[config.mk]
export PLATFORM = sky130hd
export DESIGN_NAME = raster_timing_gen
export DESIGN_NICKNAME = d
export VERILOG_FILES = /design/src/rtl/rt_pkg.sv /design/src/rtl/rt_regfile.sv /design/src/rtl/rt_axis_ctr.sv /design/src/rtl/rt_sync_delay.sv /design/src/rtl/raster_timing_gen.sv
export SDC_FILE = /design/constraint.sdc
export NUM_CORES = 1
export LEC_CHECK = 0
export ABC_CLOCK_PERIOD_IN_PS = 8300
export CAP_MARGIN = 40
export CORE_MARGIN = 5
export CORE_UTILIZATION = 25
export CTS_CLUSTER_DIAMETER = 80
export DETAILED_ROUTE_END_ITERATION = 6
export GPL_TIMING_DRIVEN = 0
export SYNTH_ARGS = -nofsm -noshare
export SYNTH_HDL_FRONTEND = slang
export SYNTH_SLANG_ARGS = --single-unit
[constraint.sdc]
create_clock -name clk -period 8.3 [get_ports clk]
set_clock_uncertainty 0.05 [all_clocks]
set_input_delay 1.245 -clock clk [delete_from_list [all_inputs] [get_ports clk]]
set_output_delay 1.245 -clock clk [all_outputs]
set_load 0.03 [all_outputs]
[src/rtl/rt_pkg.sv]
package rt_pkg;
  localparam int unsigned RT_CNT_W  = 12;
  localparam int unsigned RT_SUM_W  = RT_CNT_W + 2;
  localparam int unsigned RT_ADDR_W = 4;

  localparam logic [RT_ADDR_W-1:0] RA_H_ACT = 4'd0;
  localparam logic [RT_ADDR_W-1:0] RA_H_FP  = 4'd1;
  localparam logic [RT_ADDR_W-1:0] RA_H_SW  = 4'd2;
  localparam logic [RT_ADDR_W-1:0] RA_H_BP  = 4'd3;
  localparam logic [RT_ADDR_W-1:0] RA_V_ACT = 4'd4;
  localparam logic [RT_ADDR_W-1:0] RA_V_FP  = 4'd5;
  localparam logic [RT_ADDR_W-1:0] RA_V_SW  = 4'd6;
  localparam logic [RT_ADDR_W-1:0] RA_V_BP  = 4'd7;
  localparam logic [RT_ADDR_W-1:0] RA_CFG   = 4'd8;

  typedef logic [RT_CNT_W-1:0] rt_len_t;

  typedef struct packed {
    rt_len_t act;
    rt_len_t front;
    rt_len_t sync;
    rt_len_t back;
  } rt_axis_t;

  typedef struct packed {
    rt_axis_t h;
    rt_axis_t v;
    logic     hpol;
    logic     vpol;
  } rt_cfg_t;
endpackage

[src/rtl/rt_regfile.sv]
module rt_regfile
  import rt_pkg::*;
#(
  parameter rt_cfg_t RST_CFG = '0
) (
  input  logic                 clk,
  input  logic                 rst_n,
  input  logic                 we,
  input  logic [RT_ADDR_W-1:0] addr,
  input  logic [RT_CNT_W-1:0]  wdata,
  input  logic                 frame_end,
  output logic [RT_CNT_W-1:0]  rdata,
  output rt_cfg_t              shad
);
  rt_cfg_t live_q, live_d, shad_q;
  logic    shad_en;

  always_comb begin
    live_d = live_q;
    case (addr)
      RA_H_ACT: live_d.h.act   = wdata;
      RA_H_FP:  live_d.h.front = wdata;
      RA_H_SW:  live_d.h.sync  = wdata;
      RA_H_BP:  live_d.h.back  = wdata;
      RA_V_ACT: live_d.v.act   = wdata;
      RA_V_FP:  live_d.v.front = wdata;
      RA_V_SW:  live_d.v.sync  = wdata;
      RA_V_BP:  live_d.v.back  = wdata;
      RA_CFG: begin
        live_d.hpol = wdata[0];
        live_d.vpol = wdata[1];
      end
      default: ;
    endcase
  end

  // shadow copy follows the live set only at the frame boundary
  assign shad_en = frame_end;

  always_ff @(posedge clk or negedge rst_n) begin
    if (!rst_n) begin
      live_q <= RST_CFG;
    end else if (we) begin
      live_q <= live_d;
    end
  end

  always_ff @(posedge clk or negedge rst_n) begin
    if (!rst_n) begin
      shad_q <= RST_CFG;
    end else if (shad_en) begin
      shad_q <= live_q;
    end
  end

  always_comb begin
    rdata = '0;
    case (addr)
      RA_H_ACT: rdata = live_q.h.act;
      RA_H_FP:  rdata = live_q.h.front;
      RA_H_SW:  rdata = live_q.h.sync;
      RA_H_BP:  rdata = live_q.h.back;
      RA_V_ACT: rdata = live_q.v.act;
      RA_V_FP:  rdata = live_q.v.front;
      RA_V_SW:  rdata = live_q.v.sync;
      RA_V_BP:  rdata = live_q.v.back;
      RA_CFG:   rdata = {{(RT_CNT_W-2){1'b0}}, live_q.vpol, live_q.hpol};
      default:  rdata = '0;
    endcase
  end

  assign shad = shad_q;
endmodule

[src/rtl/rt_axis_ctr.sv]
module rt_axis_ctr
  import rt_pkg::*;
(
  input  logic                clk,
  input  logic                rst_n,
  input  logic                adv,
  input  rt_axis_t            len,
  output logic [RT_CNT_W-1:0] pos,
  output logic                at_last,
  output logic                in_act,
  output logic                in_sync
);
  logic [RT_CNT_W-1:0] pos_q, pos_d;
  logic [RT_SUM_W-1:0] pos_e, sync_lo, sync_hi, total;

  assign pos_e   = RT_SUM_W'(pos_q);
  assign sync_lo = RT_SUM_W'(len.act) + RT_SUM_W'(len.front);
  assign sync_hi = sync_lo + RT_SUM_W'(len.sync);
  assign total   = sync_hi + RT_SUM_W'(len.back);
  assign at_last = (pos_e == total - 1'b1);

  always_comb begin
    pos_d = pos_q;
    if (at_last) pos_d = '0;
    else         pos_d = pos_q + 1'b1;
  end

  always_ff @(posedge clk or negedge rst_n) begin
    if (!rst_n) begin
      pos_q <= '0;
    end else if (adv) begin
      pos_q <= pos_d;
    end
  end

  assign in_act  = (pos_e < RT_SUM_W'(len.act));
  assign in_sync = (pos_e >= sync_lo) && (pos_e < sync_hi);
  assign pos     = pos_q;
endmodule

[src/rtl/rt_sync_delay.sv]
module rt_sync_delay #(
  parameter int unsigned       DEPTH   = 2,
  parameter int unsigned       WIDTH   = 2,
  parameter logic [WIDTH-1:0]  RST_VAL = '1
) (
  input  logic             clk,
  input  logic             rst_n,
  input  logic [WIDTH-1:0] din,
  output logic [WIDTH-1:0] dout
);
  generate
    if (DEPTH == 0) begin : g_pass
      assign dout = din;
    end else begin : g_pipe
      logic [WIDTH-1:0] stg [DEPTH];
      for (genvar i = 0; i < DEPTH; i++) begin : g_stage
        logic [WIDTH-1:0] stg_d;
        if (i == 0) begin : g_first
          assign stg_d = din;
        end else begin : g_next
          assign stg_d = stg[i-1];
        end
        always_ff @(posedge clk or negedge rst_n) begin
          if (!rst_n) stg[i] <= RST_VAL;
          else        stg[i] <= stg_d;
        end
      end
      assign dout = stg[DEPTH-1];
    end
  endgenerate
endmodule

[src/rtl/raster_timing_gen.sv]
module raster_timing_gen
  import rt_pkg::*;
#(
  parameter int unsigned H_ACT    = 1920,
  parameter int unsigned H_FRONT  = 205,
  parameter int unsigned H_SYNC   = 50,
  parameter int unsigned H_BACK   = 255,
  parameter int unsigned V_ACT    = 1080,
  parameter int unsigned V_FRONT  = 2,
  parameter int unsigned V_SYNC   = 55,
  parameter int unsigned V_BACK   = 2,
  parameter bit          HPOL_RST = 1'b0,
  parameter bit          VPOL_RST = 1'b0,
  parameter int unsigned SYNC_DLY = 2
) (
  input  logic                 clk,
  input  logic                 rst_n,
  input  logic                 reg_we,
  input  logic [RT_ADDR_W-1:0] reg_addr,
  input  logic [RT_CNT_W-1:0]  reg_wdata,
  output logic [RT_CNT_W-1:0]  reg_rdata,
  output logic [RT_CNT_W-1:0]  pix_x,
  output logic [RT_CNT_W-1:0]  pix_y,
  output logic                 pix_active,
  output logic                 hsync_o,
  output logic                 vsync_o,
  output logic                 vsync_stat
);
  localparam rt_cfg_t RST_CFG = '{
    h: '{act: rt_len_t'(H_ACT), front: rt_len_t'(H_FRONT),
         sync: rt_len_t'(H_SYNC), back: rt_len_t'(H_BACK)},
    v: '{act: rt_len_t'(V_ACT), front: rt_len_t'(V_FRONT),
         sync: rt_len_t'(V_SYNC), back: rt_len_t'(V_BACK)},
    hpol: HPOL_RST,
    vpol: VPOL_RST
  };
  localparam logic [1:0] IDLE_LVL = {~VPOL_RST, ~HPOL_RST};

  rt_cfg_t    shad_cfg;
  logic       h_last, v_last, frame_end;
  logic       h_act, v_act, h_sync, v_sync;
  logic [1:0] lvl_now, lvl_dly;

  rt_regfile #(.RST_CFG(RST_CFG)) u_regs (
    .clk(clk), .rst_n(rst_n), .we(reg_we), .addr(reg_addr),
    .wdata(reg_wdata), .frame_end(frame_end),
    .rdata(reg_rdata), .shad(shad_cfg)
  );

  rt_axis_ctr u_hctr (
    .clk(clk), .rst_n(rst_n), .adv(1'b1), .len(shad_cfg.h),
    .pos(pix_x), .at_last(h_last), .in_act(h_act), .in_sync(h_sync)
  );

  rt_axis_ctr u_vctr (
    .clk(clk), .rst_n(rst_n), .adv(h_last), .len(shad_cfg.v),
    .pos(pix_y), .at_last(v_last), .in_act(v_act), .in_sync(v_sync)
  );

  assign frame_end  = h_last & v_last;
  assign pix_active = h_act & v_act;
  assign vsync_stat = v_sync;
  assign lvl_now    = {v_sync ~^ shad_cfg.vpol, h_sync ~^ shad_cfg.hpol};

  rt_sync_delay #(.DEPTH(SYNC_DLY), .WIDTH(2), .RST_VAL(IDLE_LVL)) u_dly (
    .clk(clk), .rst_n(rst_n), .din(lvl_now), .dout(lvl_dly)
  );

  assign hsync_o = lvl_dly[0];
  assign vsync_o = lvl_dly[1];
endmodule

## Yosys cells after proc, flatten, opt, wreduce, memory -nomap -nowiden

Index checks and enable logic that the tools add are counted.

| cells by class | value |
|---|---|
| magnitude comparators | 6 |
| eq/ne operators | 10 |
| muxes and demuxes | 3 |
| bitwise logic cells | 4 |
| add/subtract/negate cells | 10 |
| reductions and logical operators | 12 |

Operator list:

| kind | number |
|---|---|
| 12-bit case mux with 9 select lines | 1 |
| 14-bit by 12-bit adder with 14-bit output | 4 |
| 12-bit by 14-bit equality test with 1-bit output | 2 |
| 12-bit by 14-bit >= comparator with 1-bit output | 2 |
| 12-bit by 14-bit < comparator with 1-bit output | 2 |
| 14-bit by 1-bit subtractor with 14-bit output (second input constant) | 2 |
| 12-bit by 12-bit adder with 13-bit output | 2 |
| 12-bit by 1-bit adder with 12-bit output (second input constant) | 2 |
| 12-bit < comparator | 2 |
| 12-bit 2-to-1 mux | 2 |
| 2-bit AND reduction | 9 |
| 4-bit by 3-bit equality test with 1-bit output (second input constant) | 4 |
| 4-bit by 2-bit equality test with 1-bit output (second input constant) | 2 |
| 4-bit by 1-bit equality test with 1-bit output (second input constant) | 1 |
| 4-bit equality test (second input constant) | 1 |
| 4-bit zero test | 1 |
| 1-bit bitwise AND | 2 |
| 1-bit logical AND | 2 |
| 1-bit bitwise XNOR | 2 |

| storage, ports and cells | value |
|---|---|
| register bits after elaboration | 224 |
| output and inout port bits | 40 |
| input bits | 19 |

## Longest topological paths before layout

Gate-level depths: netlist of run 1.

| logic depth | value |
|---|---|
| depth in word-level cells | 6 |
| depth in mapped cells | 31 |
| gate-level depth less buffers | 28 |

## Cells and area by module

Synthesis of run 1 repeated with hierarchy kept, for this count alone.

| unflattened totals | value |
|---|---|
| cells, all modules | 1438 |
| area total of the unflattened synthesis | 15406.0 um^2 |

Modules (own cells, without submodules):

| module | cells an instance | sequential area each (um^2) | instances | area an instance (um^2) |
|---|---|---|---|---|
| rt_regfile | 537 | 4982.3 | 1 | 8318.0 |
| rt_axis_ctr at u_vctr | 454 | 300.3 | 1 | 3544.6 |
| rt_axis_ctr at u_hctr | 438 | 300.3 | 1 | 3404.5 |
| rt_sync_delay | 4 | 105.1 | 1 | 105.1 |
| raster_timing_gen | 5 | 0.0 | 1 | 33.8 |

## Worst setup path before layout of run 1

Ideal clock, no wire load.

| timing | value |
|---|---|
| path type | register to register |
| start | register u_regs.shad_q (netlist bit u_regs.shad[27]) |
| end | register u_regs.shad_q (netlist bit u_regs.shad[10]) |
| slack | 2.217 ns |
| cell stages (with the launch flop) | 32 |
| data required time | 8.125 ns |
| path buffers | 3 |
| arrival | 5.908 ns |
| path through | dfstp_2 > ha_1 > a21o_1 > a21oi_1 > nor2b_1 > o211ai_1 > nand2_1 > a21oi_1 > xnor2_1 > ha_1 > and4_1 > nor3b_1 > nor2_1 > a21boi_0 > o21a_1 > o21a_1 > o21a_1 > or2_2 > ha_1 > inv_1 > ha_1 > xnor2_1 > nor3_1 > nor4_1 > o311ai_1 > nor4_1 > nand4_1 > or2_1 > buf_6 > buf_8 > buf_8 > mux2_4 |

| between the ends | value |
|---|---|
| longest elaborated chain between the ends | 6 |

RTL lines:

| element | line | RTL |
|---|---|---|
| start: declaration | rt_regfile.sv:15 | `rt_cfg_t live_q, live_d, shad_q;` |
| start signal: assignment | rt_regfile.sv:52 | `shad_q <= live_q;` |
| 12-bit by 12-bit adder with 13-bit output | rt_axis_ctr.sv:17 | `assign sync_lo = RT_SUM_W'(len.act) + RT_SUM_W'(len.front);` |
| 14-bit by 12-bit adder with 14-bit output | rt_axis_ctr.sv:18 | `assign sync_hi = sync_lo + RT_SUM_W'(len.sync);` |
| 14-bit by 12-bit adder with 14-bit output | rt_axis_ctr.sv:19 | `assign total = sync_hi + RT_SUM_W'(len.back);` |
| 14-bit by 1-bit subtractor with 14-bit output | rt_axis_ctr.sv:20 | `assign at_last = (pos_e == total - 1'b1);` |
| 12-bit by 14-bit equality test with 1-bit output | rt_axis_ctr.sv:20 |  |
| 1-bit bitwise AND | raster_timing_gen.sv:60 | `assign frame_end = h_last & v_last;` |

No other way between the ends.
A chain may end at the register's enable or synchronous reset.

## Final worst setup path of run 1

| timing | value |
|---|---|
| start | register u_regs.shad_q (netlist bit u_regs.shad[74]) |
| end | register u_regs.shad_q (netlist bit u_regs.shad[4]) |

Same word-level chain as after synthesis.

==> impl_metrics.json, run 1 <==
{
  "num_rows": 90,
  "hpwl_um": 33200,
  "period_needed_ns": 7.60,
  "crit_end": "u_regs.shad[4]",
  "crit_top_cell": "ha_1",
  "grt_start_max_net_pins": 130,
  "cp_slowest_stage_delay_ns": 0.71,
  "cts_hold_buf": 0,
  "finalWirelength_um": 42000,
  "min_period_over_period": 0.916,
  "tns_ns": 0,
  "drcViolationCount": 0,
  "synth_compound_area_frac": 0.123,
  "cts_tree": "built",
  "viasPerCell": 4.87,
  "wl_per_cell_um": 18.2,
  "cp-startpoint": "u_regs.shad[74]",
  "yosysWarnings": 0,
  "worst_slew_pin_slew_ns": 0.911,
  "synthesis.nets": 1618,
  "ys_seq_area_frac": 0.373,
  "gr-total-overflow": 0,
  "ys_seq_elements": 224,
  "antenna_left": 0,
  "r2r_start": "u_regs.shad[74]",
  "cts_setup_buffers": 0,
  "first_pass_iters": 5,
  "synth_ff_type": "dfrtp_1",
  "syn_to_final_growth_pct": 15.5,
  "worst-path-stages": 30,
  "register_area_um2": 5690,
  "synth_edf_count": 0,
  "clk_path_buf_depth": 3,
  "cp_max_fo": 10,
  "start_util": 0.252,
  "fin_cells": 2313,
  "slew_headroom": 0.388,
  "worstPathArrival_ns": 7.96,
  "cts-root-buf": "clkbuf_16",
  "worstSetupPathType": "flop to flop",
  "end_kind": "flop",
  "synth.avg_cell_area_um2": 10.7,
  "grt_pass1_vias": 11278,
  "clock-sinks": 224,
  "ctsHtreeMaxLevel": 1,
  "critPathBufInv": 5,
  "die_w_um": 257,
  "vias": 11254,
  "cts_resized": 0,
  "p_total_mw": 2.71,
  "dp.cells": 2267,
  "cts_buffers": 24,
  "antenna_found_initial": 5,
  "synth_top_family_by_area": "multiplexers",
  "core_um2": 60500,
  "muxShareOfSynthArea": 0.165,
  "cap_violations": 0,
  "multi_input_area_um2": 8790,
  "setup_violations": 0,
  "path_delay_family": "simple AND/OR/NAND/NOR gates",
  "synthAdderAreaFrac": 0.142,
  "slew_viol_final": 0,
  "clk_latency_ns": 0.54,
  "drive_above_1_share": 0.223,
  "powerDensity_nw_per_um2": 154,
  "synthCells": 1429,
  "vdd_drop_max_mv": 0.119,
  "grt_pass1_wl_um": 64700,
  "clk_pin_slew_worst_paths_ns": 0.06,
  "whs_ns": 0.303,
  "hold_viol": 0,
  "synth_cell_types": 79,
  "syn-cell-area_um2": 15300,
  "status": "completed",
  "drt_iter0_markers": 647,
  "dieHeight_um": 257,
  "grt_use_total": 0.122,
  "yosys.area_share.simple": 0.0962,
  "nNetsFinal": 1700,
  "slowest_stage": "nor4_2",
  "worstReg2RegEnd": "u_regs.shad[4]",
  "start_kind": "flop",
  "hp-class": "flop to flop",
  "synth_xor_xnor_area_share": 0.0496,
  "io_buffers": 55,
  "die_area_um2": 66100,
  "gp_congestion": 0.902,
  "fmax_ghz": 0.132,
  "r2r_cells": 30,
  "num_io_pins": 59,
  "rsz0062_at_grt": "no",
  "reg2reg_slack_ns": 0.70,
  "power.leakage_nw": 7.99,
  "required_ns": 8.66,
  "synth-async-reset-ratio": 1.00,
  "nFillCells": 6157
}
[cell usage in the layout (no fill, tap or decap), types with 9 or more instances in the layout]
master,count
a21oi_1,63
xor2_1,34
inv_1,140
clkbuf_16,25
clkbuf_1,29
xnor2_1,48
mux2_4,40
nor3_1,22
nand2_1,50
o21a_1,16
buf_2,9
a211oi_1,14
nor3b_1,9
nor2b_1,17
nand3_1,41
clkdlybuf4s50_1,54
dfrtp_1,158
a21o_1,21
nor2_1,60
ha_1,164
mux2i_1,14
dfstp_2,66
a22oi_1,41
nand4_1,18
and3_1,10
mux2_2,158
nand2b_1,18
o21ai_0,43
[worst register-to-register path, delay by kind of cell, from the launching register on]
kind	cells	cell delay, ns
AND/OR/NAND/NOR	9	2.66
adder cells (fa/ha/maj)	5	1.58
AO/OA/AOI/OAI	7	1.14
XOR/XNOR	3	0.65
buffers and inverters	5	0.57
flip-flops	1	0.53
multiplexers	1	0.30
[cells by family (layout without fill, tap and decap cells)]
kind of cell,Yosys count,after routing
AND/OR/NAND/NOR,283,283
AO/OA/AOI/OAI,273,273
flip-flops,224,224
multiplexers,212,212
buffers and inverters,183,283
adder cells (fa/ha/maj),170,170
XOR/XNOR,84,84
other,0,2
[routing by layer]
layer  wire (µm)  GRT usage
met4        1340     0.0403
met3        2890     0.0329
met2       19100      0.198
met1       18700      0.160
met5          34          0
[cell usage after synthesis (all sizes together) (8+ instances only)]
master / instances / area, µm²
a211oi: 16 / 130
a21o: 21 / 158
a21oi: 64 / 324
a22oi: 41 / 308
and3: 10 / 62.6
buf: 17 / 158
clkbuf: 26 / 97.6
dfrtp: 158 / 3950
dfstp: 66 / 1730
ha: 164 / 2050
inv: 140 / 526
mux2: 198 / 2380
mux2i: 14 / 140
nand2: 50 / 188
nand2b: 18 / 113
nand3: 41 / 205
nand4: 18 / 113
nor2: 60 / 225
nor2b: 17 / 106
nor3: 22 / 110
nor3b: 9 / 67.6
o211ai: 8 / 60.1
o21a: 16 / 120
o21ai: 45 / 229
xnor2: 48 / 420
xor2: 35 / 314
[sequential cells by signal, indices dropped and copies added, names as in the netlist]
name,count
u_regs.live_q,98
u_vctr.pos,12
u_dly.dout,2
u_dly.g_pipe.g_stage.stg_d,2
u_regs.shad,98
u_hctr.pos,12
[where the power goes]
| part | switching, mW | internal, mW |
|---|---|---|
| logic | 0.115 | 0.123 |
| registers | 0.130 | 1.23 |
| clock network | 0.481 | 0.628 |
[worst min path at each step]
stage / from / endpoint / slack (ns) / depth (start not counted)
after floorplan: u_dly.g_pipe.g_stage[1].stg_d[0] / u_dly.dout[0] / 0.30 / 0
after global placement: u_dly.g_pipe.g_stage[1].stg_d[1] / u_dly.dout[1] / 0.30 / 0
after detailed placement: u_dly.g_pipe.g_stage[1].stg_d[1] / u_dly.dout[1] / 0.30 / 0
after CTS: u_dly.g_pipe.g_stage[1].stg_d[1] / u_dly.dout[1] / 0.31 / 0
after global routing: u_dly.g_pipe.g_stage[1].stg_d[1] / u_dly.dout[1] / 0.31 / 0
final: u_dly.g_pipe.g_stage[1].stg_d[1] / u_dly.dout[1] / 0.30 / 0
[per-stage QoR]
stage	instance area, µm²	util	setup slack [ns]
2_1_floorplan	15300	-	2.22
3_3_place_gp	16800	0.278	-3.52
3_5_place_dp	16800	0.278	0.788
4_1_cts	17600	0.291	0.763
5_1_grt	17600	0.291	0.346
6_report	17600	0.292	0.700
[cell type report]
| class | instances | area share |
|---|---|---|
| Multi-Input combinational cell | 1022 | 0.499 |
| Sequential cell | 224 | 0.323 |
| Tap cell | 782 | 0.0555 |
| Clock buffer | 29 | 0.0369 |
| Timing Repair Buffer | 56 | 0.0331 |
| Inverter | 140 | 0.0298 |
| Buffer | 43 | 0.0145 |
| Clock inverter | 15 | 0.00845 |
| Antenna cell | 2 | 0.000284 |
No activity file was read; power rests on OpenSTA's default activity.
==> inputs of run 2 (changes only) <==
SETUP_SLACK_MARGIN = 0.1   (was unset)
==> results of run 2 <==
Final layout, timing and power as in run 1 (identical DEF).
==> inputs of run 3 (changes only) <==
REMOVE_ABC_BUFFERS = 1   (was unset)
==> run 3 against run 2 <==
Highest routed layer unchanged; sequential power is essentially flat; final cell count down 1.1%; power up 3.1%; hold slack improved by 0.0017 ns; clock-buffer cell count up 1; first-iteration DRC count down 10%; setup slack got worse by 0.18 ns; non-clock buffer count fell by 28.
==> impl_metrics.json, run 3 (synthesis gave the netlist of run 1 again) <==
{
  "die_area_um2": 66100,
  "wl_per_cell_um": 17.2,
  "antenna_left": 0,
  "slew_viol_final": 0,
  "worstPathArrival_ns": 8.15,
  "crit_top_cell": "ha_1",
  "drt_iter0_markers": 580,
  "start_util": 0.252,
  "whs_ns": 0.305,
  "min_path_cells": 0,
  "grt_use_total": 0.116,
  "antenna_found_initial": 5,
  "r2r_cells": 27,
  "worstSetupPathType": "flop to flop",
  "worstReg2RegEnd": "u_regs.shad[71]",
  "powerDensity_nw_per_um2": 158,
  "hold_viol": 0,
  "cp_max_fo": 52,
  "dieHeight_um": 257,
  "min_period_over_period": 0.937,
  "drive_above_1_share": 0.227,
  "p_total_mw": 2.79,
  "grt_start_max_net_pins": 99,
  "syn_to_final_growth_pct": 15.6,
  "nNetsFinal": 1673,
  "tns_ns": 0,
  "reg2reg_slack_ns": 0.52,
  "clk_path_buf_depth": 3,
  "num_rows": 90,
  "cts_setup_buffers": 0,
  "grt_pass1_vias": 11136,
  "viasPerCell": 4.80,
  "fin_ws_ns": 0.521,
  "finalWirelength_um": 39400,
  "cts_resized": 0,
  "pre_cts_slack_ns": 0.592,
  "ctsHtreeMaxLevel": 1,
  "gp_congestion": 0.876,
  "cts-root-buf": "clkbuf_16",
  "vias": 10982,
  "cp-startpoint": "u_regs.shad[75]",
  "power.leakage_nw": 8.03,
  "gr-total-overflow": 0,
  "slew_headroom": 0.325,
  "vdd_drop_max_mv": 0.116,
  "required_ns": 8.67,
  "cts_tree": "built",
  "setup_violations": 0,
  "core_um2": 60500,
  "num_io_pins": 59,
  "cp_slowest_stage_delay_ns": 0.70,
  "hp-class": "flop to flop",
  "clk_latency_ns": 0.54,
  "final_cell_mix": "ha_1, mux2_2, dfrtp_1",
  "end_kind": "flop",
  "utilization": 0.292,
  "hpwl_um": 30600,
  "rsz0062_at_grt": "no",
  "cap_violations": 0,
  "period_needed_ns": 7.78,
  "first_pass_iters": 5,
  "min_from": "u_dly.g_pipe.g_stage[1].stg_d[1]",
  "io_buffers": 58,
  "clk_pin_slew_worst_paths_ns": 0.06,
  "final_common_cell": "ha_1",
  "start_kind": "flop",
  "fmax_ghz": 0.129,
  "cts_hold_buf": 0,
  "r2r_start": "u_regs.shad[75]",
  "holdPathEnd": "u_dly.dout[1]",
  "grt_pass1_wl_um": 62500,
  "slowest_stage": "a311oi_2",
  "status": "completed",
  "cts_buffers": 25,
  "drcViolationCount": 0,
  "clock-sinks": 224,
  "worst_slew_pin_slew_ns": 1.01,
  "die_w_um": 257
}
-- run 3: changes by cell type in the layout (fill, tap and decap cells not counted), moves of 2 or more --
cell / change
buf_8: -2
clkinv_2: -2
clkinvlp_4: -2
inv_6: +2
bufinv_16: +3
buf_12: -3
clkdlybuf4s50_1: +3
clkbuf_1: -26
inv_8: -2
buf_4: +3
buf_16: +3
buf_2: -4
-- run 3: layer usage --
metal,routed length (µm),GRT usage,vias to the layer above
li1,-,-,5269
met1,17700,0.155,5405
met2,18100,0.189,252
met4,1420,0.0440,2
met3,2100,0.0212,54
met5,13,0,-
-- run 3: cell type report --
class,count,area (µm²)
antenna,3,7.51
timing repair buffer,71,751
clock buffer,30,664
fill,6125,42800
tap,782,978
multi-input combinational,1022,8810
clock inverter,15,218
inverter,140,526
sequential,224,5690
-- run 3: report_power, final --
| group | total (mW) | switching [mW] | internal [mW] |
|---|---|---|---|
| combinational | 0.236 | 0.110 | 0.126 |
| sequential | 1.35 | 0.121 | 1.23 |
| clock | 1.20 | 0.474 | 0.729 |
| total | 2.79 | 0.706 | 2.09 |
-- run 3: worst max path at each step --
stage,depth (start not counted),slack [ns],end
2_1_floorplan,28,0.19,u_regs.shad[0]
3_3_place_gp,1,-3.51,u_regs.shad[1]
3_5_place_dp,27,0.59,u_regs.shad[8]
4_1_cts,27,0.54,u_regs.shad[71]
5_1_grt,26,0.23,u_regs.shad[61]
6_report,27,0.52,u_regs.shad[71]
-- run 3: critical path, delay by kind of cell (launching register included) --
family                     cells  cell delay (ns)
AOI/OAI and AO/OA             10             2.22
DFF                            1             0.40
adders and majority gates      4             1.35
and+or+nand+nor                8             2.57
muxes                          1             0.31
buffers and inverters          3             0.54
xor gates and xnor gates       1             0.16
-- run 3: through the flow --
step	instances	instance area (µm²)
after floorplan	1386	15000
after global placement	2226	16600
after detailed placement	2238	16700
after CTS	2283	17600
after global routing	2284	17600
final	2287	17600
